**src/rtl/mdio_c22_pkg.sv**
```systemverilog
`timescale 1ns/1ps
package mdio_c22_pkg;

    localparam int FRAME_LEN = 64;
    localparam int PRE_LEN   = 32;
    localparam int TA_POS    = 46;
    localparam int DATA_W    = 16;

    localparam logic [7:0] OFF_PRESCALE = 8'h20;
    localparam logic [7:0] OFF_WDATA    = 8'h24;
    localparam logic [7:0] OFF_CFG      = 8'h28;
    localparam logic [7:0] OFF_STAT     = 8'h2C;

    localparam int TRIG_BIT = 31;
    localparam int OK_BIT   = 24;

    typedef enum logic [1:0] {
        OP_NONE0 = 2'b00,
        OP_WRITE = 2'b01,
        OP_READ  = 2'b10,
        OP_NONE3 = 2'b11
    } mdio_op_e;

    typedef struct packed {
        logic [4:0] reg_a;
        logic [4:0] phy_a;
        mdio_op_e   op;
        logic [1:0] st;
    } frame_cfg_t;

    function automatic frame_cfg_t unpack_cfg(input logic [31:0] w);
        frame_cfg_t c;
        c.reg_a = w[20:16];
        c.phy_a = w[8:4];
        c.op    = mdio_op_e'(w[3:2]);
        c.st    = w[1:0];
        return c;
    endfunction

    function automatic logic [31:0] pack_cfg(input logic busy, input frame_cfg_t c);
        return {busy, 10'b0, c.reg_a, 7'b0, c.phy_a, c.op, c.st};
    endfunction

    function automatic logic [FRAME_LEN-1:0] build_frame(input frame_cfg_t c,
                                                         input logic [DATA_W-1:0] d);
        return {{PRE_LEN{1'b1}}, c.st, c.op, c.phy_a, c.reg_a, 2'b10, d};
    endfunction

endpackage

```
**src/rtl/mdio_mdc_gen.sv**
```systemverilog
`timescale 1ns/1ps
module mdio_mdc_gen #(
    parameter int DIV_W = 8
) (
    input  logic             clk,
    input  logic             rst,
    input  logic             run,
    input  logic [DIV_W-1:0] div,
    output logic             mdc,
    output logic             rise,
    output logic             fall
);
    logic [DIV_W-1:0] cnt_q;
    logic             half_end;

    // a half period is div+1 clocks
    assign half_end = run && (cnt_q >= div);
    assign rise     = half_end && !mdc;
    assign fall     = half_end && mdc;

    always_ff @(posedge clk) begin
        if (rst || !run) begin
            cnt_q <= '0;
            mdc   <= 1'b0;
        end else if (half_end) begin
            cnt_q <= '0;
            mdc   <= ~mdc;
        end else begin
            cnt_q <= cnt_q + 1'b1;
        end
    end
endmodule

```
**src/rtl/mdio_frame_eng.sv**
```systemverilog
`timescale 1ns/1ps
module mdio_frame_eng #(
    parameter int FRAME_LEN = 64,
    parameter int TA_POS    = 46,
    parameter int DATA_W    = 16
) (
    input  logic                 clk,
    input  logic                 rst,
    input  logic                 start,
    input  logic [FRAME_LEN-1:0] frame,
    input  logic                 rd_mode,
    input  logic                 rise,
    input  logic                 fall,
    input  logic                 mdio_i,
    output logic                 mdio_o,
    output logic                 mdio_oe,
    output logic                 busy,
    output logic                 done,
    output logic [DATA_W-1:0]    cap_data,
    output logic                 cap_ok
);
    localparam int IDX_W    = $clog2(FRAME_LEN);
    localparam int LAST     = FRAME_LEN - 1;
    localparam int TA2_POS  = TA_POS + 1;
    localparam int DATA_POS = TA_POS + 2;

    logic [FRAME_LEN-1:0] sh_q;
    logic [IDX_W-1:0]     idx_q;
    logic                 busy_q;
    logic                 rd_q;

    assign busy    = busy_q;
    assign done    = busy_q && fall && (idx_q == IDX_W'(LAST));
    assign mdio_oe = busy_q && (!rd_q || (idx_q < IDX_W'(TA_POS)));
    assign mdio_o  = mdio_oe & sh_q[LAST];

    always_ff @(posedge clk) begin
        if (rst) begin
            sh_q     <= '0;
            idx_q    <= '0;
            busy_q   <= 1'b0;
            rd_q     <= 1'b0;
            cap_data <= '0;
            cap_ok   <= 1'b0;
        end else if (!busy_q) begin
            if (start) begin
                sh_q   <= frame;
                idx_q  <= '0;
                busy_q <= 1'b1;
                rd_q   <= rd_mode;
            end
        end else begin
            if (fall) begin
                if (done) begin
                    busy_q <= 1'b0;
                end else begin
                    sh_q  <= {sh_q[LAST-1:0], 1'b0};
                    idx_q <= idx_q + 1'b1;
                end
            end
            if (rise) begin
                if (idx_q == IDX_W'(TA2_POS))
                    cap_ok <= ~mdio_i;
                if (idx_q >= IDX_W'(DATA_POS))
                    cap_data <= {cap_data[DATA_W-2:0], mdio_i};
            end
        end
    end
endmodule

```
**src/rtl/mdio_c22_init.sv**
```systemverilog
`timescale 1ns/1ps
module mdio_c22_init
    import mdio_c22_pkg::*;
#(
    parameter int ADDR_W  = 8,
    parameter int DIV_W   = 8,
    parameter int DEF_DIV = 39
) (
    input  logic              clk,
    input  logic              rst,
    input  logic              bus_wr,
    input  logic [ADDR_W-1:0] bus_addr,
    input  logic [31:0]       bus_wdata,
    output logic [31:0]       bus_rdata,
    output logic              mdc,
    output logic              mdio_o,
    output logic              mdio_oe,
    input  logic              mdio_i
);
    logic [DIV_W-1:0]  div_q;
    logic [DATA_W-1:0] wdat_q;
    frame_cfg_t        cfg_q;
    logic [DATA_W-1:0] stat_data_q;
    logic              stat_ok_q;

    logic              busy_w, done_w, rise_w, fall_w, launch_w;
    logic              sel_div, sel_wd, sel_cfg, sel_st;
    frame_cfg_t        new_cfg;
    logic [DATA_W-1:0] cap_data_w;
    logic              cap_ok_w;

    assign sel_div  = bus_addr == ADDR_W'(OFF_PRESCALE);
    assign sel_wd   = bus_addr == ADDR_W'(OFF_WDATA);
    assign sel_cfg  = bus_addr == ADDR_W'(OFF_CFG);
    assign sel_st   = bus_addr == ADDR_W'(OFF_STAT);
    assign new_cfg  = unpack_cfg(bus_wdata);
    assign launch_w = bus_wr && sel_cfg && bus_wdata[TRIG_BIT] && !busy_w;

    always_ff @(posedge clk) begin
        if (rst) begin
            div_q       <= DIV_W'(DEF_DIV);
            wdat_q      <= '0;
            cfg_q       <= '0;
            stat_data_q <= '0;
            stat_ok_q   <= 1'b0;
        end else begin
            if (bus_wr && sel_div && (bus_wdata[DIV_W-1:0] != '0))
                div_q <= bus_wdata[DIV_W-1:0];
            if (bus_wr && sel_wd)
                wdat_q <= bus_wdata[DATA_W-1:0];
            if (bus_wr && sel_cfg && !busy_w)
                cfg_q <= new_cfg;
            if (done_w && (cfg_q.op == OP_READ)) begin
                stat_data_q <= cap_data_w;
                stat_ok_q   <= cap_ok_w;
            end
        end
    end

    always_comb begin
        bus_rdata = '0;
        if (sel_div)      bus_rdata[DIV_W-1:0]  = div_q;
        else if (sel_wd)  bus_rdata[DATA_W-1:0] = wdat_q;
        else if (sel_cfg) bus_rdata = pack_cfg(busy_w, cfg_q);
        else if (sel_st) begin
            bus_rdata[DATA_W-1:0] = stat_data_q;
            bus_rdata[OK_BIT]     = stat_ok_q;
        end
    end

    mdio_mdc_gen #(.DIV_W(DIV_W)) u_mdc (
        .clk  (clk),
        .rst  (rst),
        .run  (busy_w),
        .div  (div_q),
        .mdc  (mdc),
        .rise (rise_w),
        .fall (fall_w)
    );

    mdio_frame_eng #(.FRAME_LEN(FRAME_LEN), .TA_POS(TA_POS), .DATA_W(DATA_W)) u_eng (
        .clk      (clk),
        .rst      (rst),
        .start    (launch_w),
        .frame    (build_frame(new_cfg, wdat_q)),
        .rd_mode  (new_cfg.op == OP_READ),
        .rise     (rise_w),
        .fall     (fall_w),
        .mdio_i   (mdio_i),
        .mdio_o   (mdio_o),
        .mdio_oe  (mdio_oe),
        .busy     (busy_w),
        .done     (done_w),
        .cap_data (cap_data_w),
        .cap_ok   (cap_ok_w)
    );
endmodule

```
**config.mk**
```make
export PLATFORM = sky130hd
export DESIGN_NAME = mdio_c22_init
export DESIGN_NICKNAME = d
export VERILOG_FILES = /design/src/rtl/mdio_c22_pkg.sv /design/src/rtl/mdio_mdc_gen.sv /design/src/rtl/mdio_frame_eng.sv /design/src/rtl/mdio_c22_init.sv
export SDC_FILE = /design/constraint.sdc
export NUM_CORES = 1
export LEC_CHECK = 0
export BUFFER_PORTS_ARGS = -buffer_cell sky130_fd_sc_hd__buf_2
export CORE_AREA = 2 2 115 128
export CTS_CLUSTER_DIAMETER = 200
export DETAILED_ROUTE_END_ITERATION = 6
export DIE_AREA = 0 0 117 130
export PLACE_DENSITY = 0.75
export SLEW_MARGIN = 20
export SYNTH_ARGS = -nofsm -noshare
export SYNTH_HDL_FRONTEND = slang
export SYNTH_SLANG_ARGS = --single-unit
```
**constraint.sdc**
```tcl
create_clock -name clk -period 4.55 [get_ports clk]
set_input_delay 0.91 -clock clk [delete_from_list [all_inputs] [get_ports clk]]
set_output_delay 0.91 -clock clk [all_outputs]
set_load 0.01 [all_outputs]
```
==> results.sh <==
export IMPL_hold_class="reg -> reg"
export IMPL_diodes=0
export IMPL_crit_fanout=16
export IMPL_start_util=0.481
export IMPL_drive_above_1_share=0.180
export IMPL_status="finished clean"
export IMPL_rows=46
export IMPL_leakage_nw=3.29
export IMPL_ys_types=51
export IMPL_finalSetupTns_ns=0
export IMPL_max_stage_delay_ns=0.54
export IMPL_drc=0
export IMPL_ant_nets=0
export IMPL_core_area_um2=14100
export IMPL_cts_tree="done"
export IMPL_antenna_found_initial=0
export IMPL_max_slew_margin=0.350
export IMPL_peakVddDrop_mv=0.226
export IMPL_syn_area_per_cell_um2=9.23
export IMPL_cts_sinks=153
export IMPL_final_min_clock_period_ns=3.38
export IMPL_syn_area_um2=6780
export IMPL_r2r_slack_ns=1.59
export IMPL_wl_met2_mm=7.11
export IMPL_fin_skew_ns=0.0102
export IMPL_final_nets=820
export IMPL_r2r_start="u_mdc.cnt_q[0]$_SDFF_PP0_"
export IMPL_dr_pass1_iters=4
export IMPL_endpoint="bus_rdata[14]"
export IMPL_htree_levels=4
export IMPL_hold_buffers=0
export IMPL_path_cells="buf_2 > nor4_2 > and3b_1 > nand2_1 > nor2_1 > buf_2"
export IMPL_crit_cells=6
export IMPL_async_flop_share=0
export IMPL_crit_start="bus_addr[7]"
export IMPL_syn_inst=735
export IMPL_route_vias_total=5195
export IMPL_power_switching_mw=0.607
export IMPL_gr_total_overflow=0
export IMPL_grt_max_degree=77
export IMPL_holdCritStartpoint="u_eng.rd_q$_SDFFE_PP0P_"
export IMPL_cp_common_cell="buf_2"
export IMPL_final_area_um2=7720
export IMPL_cap_viol_max_count=0
export IMPL_end_kind="primary output"
export IMPL_max_freq_ghz=0.296
export IMPL_holdPathStages=2
export IMPL_cp_start_kind="input pin"
export IMPL_critPathTopFamily="simple AND/OR/NAND/NOR gates"
export IMPL_required_ns=3.64
export IMPL_wl_per_cell_um=15.1
export IMPL_r2r_cells=8
export IMPL_final_hold_viol_count=0
export IMPL_dr_wl_met3_um=529
export IMPL_layout_commonest_cell="dfxtp_1"
export IMPL_grt_pass1_wl_mm=24.2
export IMPL_dieArea_um2=15200
export IMPL_swShare=0.210
export IMPL_top_layer="met4"
export IMPL_cts_resized=0
export IMPL_drt_met1_wl_mm=6.73
export IMPL_ios=79
export IMPL_fin_crit_sh=0.743
export IMPL_io_buffers=59
export IMPL_die_y_um=130
export IMPL_die_x_um=117
export IMPL_tightestPinTransition_ns=0.970
export IMPL_root_buffer="clkbuf_16"
export IMPL_yosysWarnings=0
export IMPL_gp_congestion=0.798
export IMPL_rsz0062_at_grt="false"
export IMPL_maxSlewViolCount=0
export IMPL_p_seq_frac=0.464
export IMPL_first_iter_violations=291
export IMPL_postCtsSetupBuffers=0
export IMPL_final_cell_mix="dfxtp_1 (152), nor2_1 (115), nor3_1 (97), mux2i_1 (83), buf_2 (58)"
export IMPL_pwr_share_comb=0.027
export IMPL_clockBufferDepth=2
export IMPL_dpl_cell_area_um2=7090
export IMPL_cts_made_buffers=17
export IMPL_insertion_delay_ns=0.42
export IMPL_cellPowerDensity_nw_per_um2=375
export IMPL_crit_buf_inv=2
export IMPL_cp_arrival_ns=2.47
export IMPL_cts_clk_slew_worst_paths_ns=0.06
export IMPL_synth_ff_type="dfxtp_1"
export IMPL_synth_seq_cells=153
export IMPL_p_clk_frac=0.509
export IMPL_criticalPathCategory="in -> out"
export IMPL_via_per_inst=5.35
export IMPL_place_hpwl_mm=9.24
export IMPL_slowest_stage="and3b_1"
export IMPL_seq_area_frac_synth=0.452
export IMPL_synth_edf_count=0
export IMPL_grt_pass1_vias=4851
export IMPL_r2r_end="u_eng.idx_q[1]$_SDFFE_PP0P_"
export IMPL_track_usage=0.202
export IMPL_setup_viol_count_final=0
export IMPL_area_growth_syn_to_layout_pct=13.8
export IMPL_power_internal_mw=2.29
export IMPL_wl_mm=14.7
tightest hold or removal path: cells and delay by family, from the launching register on:
kind	cells	cell delay [ns]
AO/OA/AOI/OAI	1	0.05
flip-flops	1	0.31
AND/OR/NAND/NOR	1	0.06
synth_stat cells (9+ instances only):
| library cell | number | area, µm² |
|---|---|---|
| inv_1 | 16 | 60.1 |
| a211oi_1 | 9 | 67.6 |
| nor3_1 | 97 | 485 |
| ha_1 | 10 | 125 |
| nand2_1 | 42 | 158 |
| mux2i_1 | 83 | 831 |
| a211oi_2 | 20 | 250 |
| a21oi_1 | 27 | 135 |
| and2_1 | 10 | 62.6 |
| buf_4 | 13 | 97.6 |
| clkbuf_1 | 34 | 128 |
| nor2_1 | 115 | 432 |
| and3_1 | 9 | 56.3 |
| nand3_1 | 14 | 70.1 |
| dfxtp_1 | 153 | 3060 |
power groups by stage:
stage	Combinational, mW	Sequential, mW	Clock [mW]
after floorplan	0.0515	1.37	0
after global placement	0.0789	1.37	0
after detailed placement	0.0783	1.37	0
after CTS	0.0792	1.34	1.49
after global routing	0.0863	1.34	1.55
final	0.0792	1.34	1.47
per-stage QoR:
step                      hold WS, ns  cells  setup WS, ns   util  power (mW)
after detailed placement        0.453    939          1.04  0.503        1.45
after CTS                       0.461    971          1.15  0.547        2.91
after global placement          0.448    939          1.06  0.503        1.45
final                           0.461    971          1.17  0.547        2.89
after global routing            0.480    971         0.937  0.547        2.97
after floorplan                 0.432    743          1.33      -        1.42
final cells by class:
cell class | instances | area (µm²)
clock inverter | 11 | 143
tap | 192 | 240
multi-input combinational | 510 | 3350
clock buffer | 21 | 480
fill | 1248 | 6380
sequential | 153 | 3060
inverter | 16 | 60.1
timing repair buffer | 68 | 378
how the worst min path moves through the flow:
stage | endpoint | slack (ns)
finish | u_eng.rd_q$_SDFFE_PP0P_ | 0.46
global route | u_eng.rd_q$_SDFFE_PP0P_ | 0.48
CTS | u_eng.rd_q$_SDFFE_PP0P_ | 0.46
detailed placement | u_eng.rd_q$_SDFFE_PP0P_ | 0.45
global placement | u_eng.rd_q$_SDFFE_PP0P_ | 0.45
floorplan | u_eng.rd_q$_SDFFE_PP0P_ | 0.43
state kept, by name, summed over array words and instances, names as in the netlist:
signal          count
stat_ok_q           1
u_eng.cap_ok        1
u_eng.cap_data     16
u_mdc.cnt_q         8
wdat_q             16
u_eng.rd_q          1
div_q               8
u_eng.busy          1
stat_data_q        16
cfg_q              14
u_mdc.mdc           1
u_eng.idx_q         6
u_eng.sh_q         64
routing by layer:
| layer | global-route usage | up-vias |
|---|---|---|
| met5 | 0 | - |
| met2 | 0.327 | 116 |
| li1 | - | 2594 |
| met3 | 0.0460 | 19 |
| met4 | 0.0782 | 0 |
| met1 | 0.263 | 2466 |
kinds of logic (layout without fill, tap and decap cells):
kind of cell / after synthesis / in the layout / share of synthesized area
DFF: 153 / 153 / 0.452
xor gates and xnor gates: 9 / 9 / 0.0116
and+or+nand+nor: 311 / 311 / 0.213
AOI/OAI and AO/OA: 78 / 78 / 0.0928
adders and majority gates: 10 / 10 / 0.0184
buffers and inverters: 80 / 116 / 0.0601
other: 1 / 9 / 0.000553
muxes: 93 / 93 / 0.152
No activity file was read; power rests on OpenSTA's default activity.
